--- src/rtl/hb_pkg.sv ---
package hb_pkg;
  typedef enum logic [1:0] {
    MODE_OFF  = 2'b00,
    MODE_HALF = 2'b01,
    MODE_FULL = 2'b10,
    MODE_DUAL = 2'b11
  } hb_mode_e;
endpackage

--- src/rtl/hb_period_counter.sv ---
module hb_period_counter #(
  parameter int CNT_W = 11
) (
  input  logic             clk,
  input  logic             rst,
  input  logic [CNT_W-1:0] lim,
  output logic [CNT_W-1:0] cnt,
  output logic             wrap
);
  // A limit lowered below the current count still wraps at once.
  assign wrap = (cnt >= lim);

  always_ff @(posedge clk) begin
    if (rst)       cnt <= '0;
    else if (wrap) cnt <= '0;
    else           cnt <= cnt + CNT_W'(1);
  end

  p_cnt_wrap_r2: assert property (@(posedge clk) disable iff (rst)
    (cnt >= lim) |=> (cnt == '0));
  p_cnt_step_r2: assert property (@(posedge clk) disable iff (rst)
    (cnt < lim) |=> (cnt == $past(cnt) + CNT_W'(1)));
endmodule

--- src/rtl/hb_chan_shadow.sv ---
module hb_chan_shadow
  import hb_pkg::*;
#(
  parameter int CNT_W    = 11,
  parameter int SIGN_POS = 4
) (
  input  logic             clk,
  input  logic             rst,
  input  logic             wrap,
  input  logic [1:0]       mode,
  input  logic [1:0]       partner_mode,
  input  logic [CNT_W:0]   duty,
  output logic [CNT_W-1:0] mag_q,
  output logic             sign_q
);
  localparam int DUTY_W = CNT_W + 1;

  logic [CNT_W-1:0] mag_n;
  logic             load_ok;

  // Magnitude is the duty word with the sign bit removed.
  always_comb begin
    for (int i = 0; i < CNT_W; i++) begin
      if (i < SIGN_POS) mag_n[i] = duty[i];
      else              mag_n[i] = duty[i+1];
    end
  end

  // A dual-mode channel loads only when its partner is also in dual mode.
  assign load_ok = (hb_mode_e'(mode) != MODE_DUAL) ||
                   (hb_mode_e'(partner_mode) == MODE_DUAL);

  always_ff @(posedge clk) begin
    if (rst) begin
      mag_q  <= '0;
      sign_q <= 1'b0;
    end else if (wrap && load_ok) begin
      mag_q  <= mag_n;
      sign_q <= duty[SIGN_POS];
    end
  end

  p_shadow_hold_r8: assert property (@(posedge clk) disable iff (rst)
    !wrap |=> ($stable(mag_q) && $stable(sign_q)));
  p_dual_hold_r9: assert property (@(posedge clk) disable iff (rst)
    (wrap && mode == 2'b11 && partner_mode != 2'b11) |=> $stable(mag_q));
  initial begin
    a_sign_pos_r3: assert (SIGN_POS >= 0 && SIGN_POS < DUTY_W);
  end
endmodule

--- src/rtl/hb_pin_steer.sv ---
module hb_pin_steer
  import hb_pkg::*;
#(
  parameter int CNT_W = 11
) (
  input  logic             clk,
  input  logic             rst,
  input  logic [CNT_W-1:0] cnt,
  input  logic [1:0]       mode,
  input  logic [CNT_W-1:0] mag,
  input  logic             sign,
  input  logic             recirc,
  output logic             p_o,
  output logic             p_oe,
  output logic             m_o,
  output logic             m_oe
);
  logic pwm_raw, pwm_act;
  logic p_n, pe_n, m_n, me_n;

  assign pwm_raw = (cnt < mag);
  assign pwm_act = pwm_raw ^ recirc;

  always_comb begin
    p_n = 1'b0; pe_n = 1'b0; m_n = 1'b0; me_n = 1'b0;
    unique case (hb_mode_e'(mode))
      MODE_OFF: ;
      MODE_HALF: begin
        p_n  = pwm_raw;
        pe_n = 1'b1;
      end
      MODE_FULL, MODE_DUAL: begin
        pe_n = 1'b1;
        me_n = 1'b1;
        if (sign) begin
          m_n = pwm_act;
          p_n = recirc;
        end else begin
          p_n = pwm_act;
          m_n = recirc;
        end
      end
      default: ;
    endcase
  end

  always_ff @(posedge clk) begin
    if (rst) begin
      p_o <= 1'b0; p_oe <= 1'b0; m_o <= 1'b0; m_oe <= 1'b0;
    end else begin
      p_o <= p_n; p_oe <= pe_n; m_o <= m_n; m_oe <= me_n;
    end
  end

  p_reset_release_r1: assert property (@(posedge clk)
    rst |=> (!p_oe && !m_oe && !p_o && !m_o));
  p_off_release_r7: assert property (@(posedge clk) disable iff (rst)
    (mode == 2'b00) |=> (!p_oe && !m_oe && !p_o && !m_o));
  p_half_minus_free_r6: assert property (@(posedge clk) disable iff (rst)
    (mode == 2'b01) |=> (p_oe && !m_oe && !m_o));
  p_full_drive_r4: assert property (@(posedge clk) disable iff (rst)
    (mode[1]) |=> (p_oe && m_oe));
  p_idle_minus_r5: assert property (@(posedge clk) disable iff (rst)
    (mode[1] && !sign) |=> (m_o == $past(recirc)));
  p_idle_plus_r5: assert property (@(posedge clk) disable iff (rst)
    (mode[1] && sign) |=> (p_o == $past(recirc)));
endmodule

--- src/rtl/hbridge_pwm_steer.sv ---
module hbridge_pwm_steer #(
  parameter int NUM_PAIRS = 6,
  parameter int CNT_W     = 11,
  parameter int SIGN_POS  = 4
) (
  input  logic                                 clk,
  input  logic                                 rst,
  input  logic [CNT_W-1:0]                     period_lim,
  input  logic                                 recirc,
  input  logic [2*2*NUM_PAIRS-1:0]             mode_i,
  input  logic [(CNT_W+1)*2*NUM_PAIRS-1:0]     duty_i,
  output logic [2*NUM_PAIRS-1:0]               pin_p_o,
  output logic [2*NUM_PAIRS-1:0]               pin_p_oe,
  output logic [2*NUM_PAIRS-1:0]               pin_m_o,
  output logic [2*NUM_PAIRS-1:0]               pin_m_oe
);
  localparam int NCH    = 2 * NUM_PAIRS;
  localparam int DUTY_W = CNT_W + 1;

  logic [CNT_W-1:0] cnt;
  logic             wrap;

  hb_period_counter #(.CNT_W(CNT_W)) u_cnt (
    .clk(clk), .rst(rst), .lim(period_lim), .cnt(cnt), .wrap(wrap)
  );

  for (genvar n = 0; n < NUM_PAIRS; n++) begin : g_pair
    for (genvar c = 0; c < 2; c++) begin : g_chan
      localparam int K  = 2*n + c;
      localparam int PK = 2*n + (1 - c);
      logic [CNT_W-1:0] mag_q;
      logic             sign_q;

      hb_chan_shadow #(.CNT_W(CNT_W), .SIGN_POS(SIGN_POS)) u_shadow (
        .clk(clk), .rst(rst), .wrap(wrap),
        .mode(mode_i[2*K +: 2]), .partner_mode(mode_i[2*PK +: 2]),
        .duty(duty_i[DUTY_W*K +: DUTY_W]),
        .mag_q(mag_q), .sign_q(sign_q)
      );

      hb_pin_steer #(.CNT_W(CNT_W)) u_steer (
        .clk(clk), .rst(rst), .cnt(cnt), .mode(mode_i[2*K +: 2]),
        .mag(mag_q), .sign(sign_q), .recirc(recirc),
        .p_o(pin_p_o[K]), .p_oe(pin_p_oe[K]),
        .m_o(pin_m_o[K]), .m_oe(pin_m_oe[K])
      );
    end
  end

  p_mode_reg_r11: assert property (@(posedge clk) disable iff (rst)
    (mode_i == '0) |=> (pin_p_oe == '0 && pin_m_oe == '0));
  initial begin
    a_width_r10: assert (NCH == $bits(pin_p_o));
  end
endmodule

--- config.mk ---
export PLATFORM = sky130hd
export DESIGN_NAME = hbridge_pwm_steer
export DESIGN_NICKNAME = d
export VERILOG_FILES = /design/src/rtl/hb_pkg.sv /design/src/rtl/hb_period_counter.sv /design/src/rtl/hb_chan_shadow.sv /design/src/rtl/hb_pin_steer.sv /design/src/rtl/hbridge_pwm_steer.sv
export SDC_FILE = /design/constraint.sdc
export NUM_CORES = 1
export LEC_CHECK = 0
export ABC_AREA = 1
export BUFFER_PORTS_ARGS = -buffer_cell sky130_fd_sc_hd__buf_2
export CAP_MARGIN = 30
export CORE_MARGIN = 1.5
export CORE_UTILIZATION = 61
export CTS_CLUSTER_SIZE = 30
export DETAILED_ROUTE_END_ITERATION = 16
export PLACE_DENSITY = 0.92
export SLEW_MARGIN = 20
export SYNTH_ARGS = -nofsm -noshare
export SYNTH_HDL_FRONTEND = slang
export SYNTH_SLANG_ARGS = --single-unit
--- constraint.sdc ---
create_clock -name clk -period 4.8 [get_ports clk]
set_input_delay 0.48 -clock clk [delete_from_list [all_inputs] [get_ports clk]]
set_output_delay 0.48 -clock clk [all_outputs]
set_load 0.05 [all_outputs]
==> flow_summary_export.csv <==
group,metric,value,unit
outcome,status,"complete, no violations",
yosys,ys_seq_elements,203,
setup_path,endpoint,"g_pair[3].g_chan[0].u_shadow.mag_q[2]",
global_route,overflow,0,
sta,fin_crit_sh,0.658,
setup_path,critical_path.startpoint_type,"flop",
global_route,gr-usage-all-layers,0.303,
yosys,ys_seq_area_frac,0.324,
yosys,ys_types,23,
global_route,grt_start_max_net_pins,104,
finish,finish.utilization,0.698,
setup_path,critPathArrivalTime,3600,ps
global_route,grt_first_pass_wirelength,53100,um
clock_tree,cts_resized,0,
clock_tree,clk_pin_slew_worst_paths,60,ps
place,portBuffers,229,
setup_path,worstSetupEndpointType,"flop",
place,pre_cts_slack,1720,ps
yosys,syn_nets,2100,
clock_tree,ctsRootBufferMaster,"clkbuf_16",
sta,max_freq,317,MHz
sta,max_slew_margin,0.363,
sta,tns,0,ps
sta,hold_violations,0,
drt,drtPass1Iterations,6,
sta,rsz0062_at_grt,"false",
finish,syn_to_final_growth,12.6,%
drt,vias,12000,
sta,fin_crit,3160,ps
clock_tree,clk_path_buf_depth,3,
place,gp_congestion,0.874,
finish,fin_nets,2245,
setup_path,path_max_fanout,73,
hold_path,min_path_type,"in -> reg",
clock_tree,post_cts_buffers,0,
clock_tree,postCtsHoldBufs,0,
die,dieArea,21400,um^2
yosys,yosysMostFrequentCell,"nand2_1",
drt,drc,0,
die,die_y,146,um
global_route,antenna_found_initial,0,
setup_path,reg2reg_from,"u_cnt.cnt[0]",
yosys,syn_area,12500,um^2
yosys,synth_warnings,0,
setup_path,reg2reg_to,"g_pair[3].g_chan[0].u_shadow.mag_q[2]",
sta,clock_skew,10.9,ps
yosys,yosys-top-cells-area,"dfxtp_1 (32%), ha_1 (13%), nand2_1 (12%)",
flow_run,maxCapViolCount,0,
setup_path,reg2reg_depth,12,
sta,slew_violations,0,
setup_path,cp-startpoint,"u_cnt.cnt[0]",
setup_path,critPathKind,"reg -> reg",
yosys,synth.top_cells.by_count,"nand2_1 (397), nor2_1 (233), a21oi_1 (221)",
place,dp.cells,2174,
drt,detail_route.iter0.violations,870,
finish,drive_above_1_share,0.146,
setup_path,r2r_slack,1640,ps
power_and_ir_drop,power_density,281,nW/um^2
global_route,grt_pass1_vias,11400,
yosys,async_reset_ff_frac,0,
drt,vias_per_cell,5.44,
die,initial_core_util,0.620,
clock_tree,htreeDepth,1,
place,place_hpwl,22300,um
power_and_ir_drop,ir_drop,0.000216,V
yosys,ys.flop_type,"dfxtp_1",
yosys,yosysTopAreaCellShare,0.324,
die,fp.coreArea,20200,um^2
die,io_pins,230,
sta,setup_ws,1640,ps
power_and_ir_drop,p_leak,6.81,nW
clock_tree,cts_tree,"yes",
yosys,synth_edf_count,0,
sta,finalSetupViolations,0,
yosys,synth_top_cell_by_area,"dfxtp_1",
clock_tree,clock_sinks,203,
die,rows,52,
yosys,avgSynthCellArea,7.03,um^2
clock_tree,clk_latency,510,ps
drt,ant_nets,0,
finish,antenna_cells,0,
clock_tree,cts_buffers,22,
finish,instances_no_fill,2216,
yosys,netlist_instances,1786,
drt,post_drt_wl_per_cell,15.0,um
drt,routed_wl,33300,um
power_and_ir_drop,total_power,0.00398,W
die,die_x,146,um
sta,tightest_slew,953,ps
setup_path,crit_required,5240,ps
[state kept, by name (all words and copies together) (netlist names)]
signal,cells
g_pair.g_chan.u_steer.m_oe,12
g_pair.g_chan.u_steer.m_o,12
g_pair.g_chan.u_steer.p_o,12
u_cnt.cnt,11
g_pair.g_chan.u_shadow.sign_q,12
g_pair.g_chan.u_steer.p_oe,12
g_pair.g_chan.u_shadow.mag_q,132
[per-layer routing]
metal	global-route usage	routed length [um]	vias up
met5	0	0	-
met4	0.156	1700	0
met3	0.0450	2810	139
met2	0.522	15700	534
met1	0.366	13000	5433
li1	-	-	5943
[stage by stage]
stage / instance area, um^2 / hold slack [ps]
detailed placement: 13400 / 456
global placement: 13400 / 441
floorplan: 12500 / 430
global route: 14100 / 276
finish: 14100 / 263
CTS: 14100 / 251
[cell type report]
type | instances | area (um^2)
inverter | 222 | 836
tap | 270 | 338
sequential | 203 | 4060
multi-input combinational | 1233 | 6840
clock inverter | 5 | 53.8
timing repair buffer | 249 | 1340
fill | 1549 | 6110
clock buffer | 34 | 657
[how the worst min path moves through the flow]
stage / slack [ps] / depth (start not counted) / from / to
after floorplan: 430 / 1 / u_cnt.cnt[0] / u_cnt.cnt[0]
after global placement: 440 / 1 / u_cnt.cnt[0] / u_cnt.cnt[0]
after detailed placement: 460 / 1 / u_cnt.cnt[0] / u_cnt.cnt[0]
after CTS: 250 / 3 / mode_i[21] / g_pair[5].g_chan[0].u_steer.m_oe
after global routing: 280 / 4 / duty_i[21] / g_pair[0].g_chan[1].u_shadow.mag_q[8]
final: 260 / 3 / mode_i[21] / g_pair[5].g_chan[0].u_steer.m_oe
[report_power, final]
group | switching (W) | leakage (nW) | internal, W
combinational | 0.000365 | 4.81 | 0.000189
sequential | 0.0000130 | 1.65 | 0.00172
clock | 0.000700 | 0.350 | 0.000993
[kinds of logic after synthesis]
| family | synth area share |
|---|---|
| and+or+nand+nor | 0.312 |
| buffers and inverters | 0.131 |
| AOI/OAI and AO/OA | 0.0967 |
| DFF | 0.324 |
| adders and majority gates | 0.132 |
| xor gates and xnor gates | 0.00489 |
[critical path, stage by stage (launching register included)]
cell,delay [ps]
dfxtp_1,330
inv_1,480
ha_1,360
nand2_1,70
nor2_1,40
nand3_1,70
nand2_1,70
inv_2,70
nand3_4,580
buf_4,600
nand3b_1,180
nand2_1,90
nor2_1,120
[placed cells by master, fill, tap and decap left out, types with 4 or more instances in the layout]
cell type / instances
a21o_1: 13
a21oi_1: 221
and2_1: 12
buf_2: 229
buf_4: 16
clkbuf_1: 7
clkbuf_16: 23
clkbuf_8: 4
dfxtp_1: 203
ha_1: 132
inv_1: 220
nand2_1: 397
nand3_1: 54
nand3b_1: 144
nand4_1: 14
nor2_1: 233
xnor2_1: 4
No activity file was read; power rests on OpenSTA's default activity.
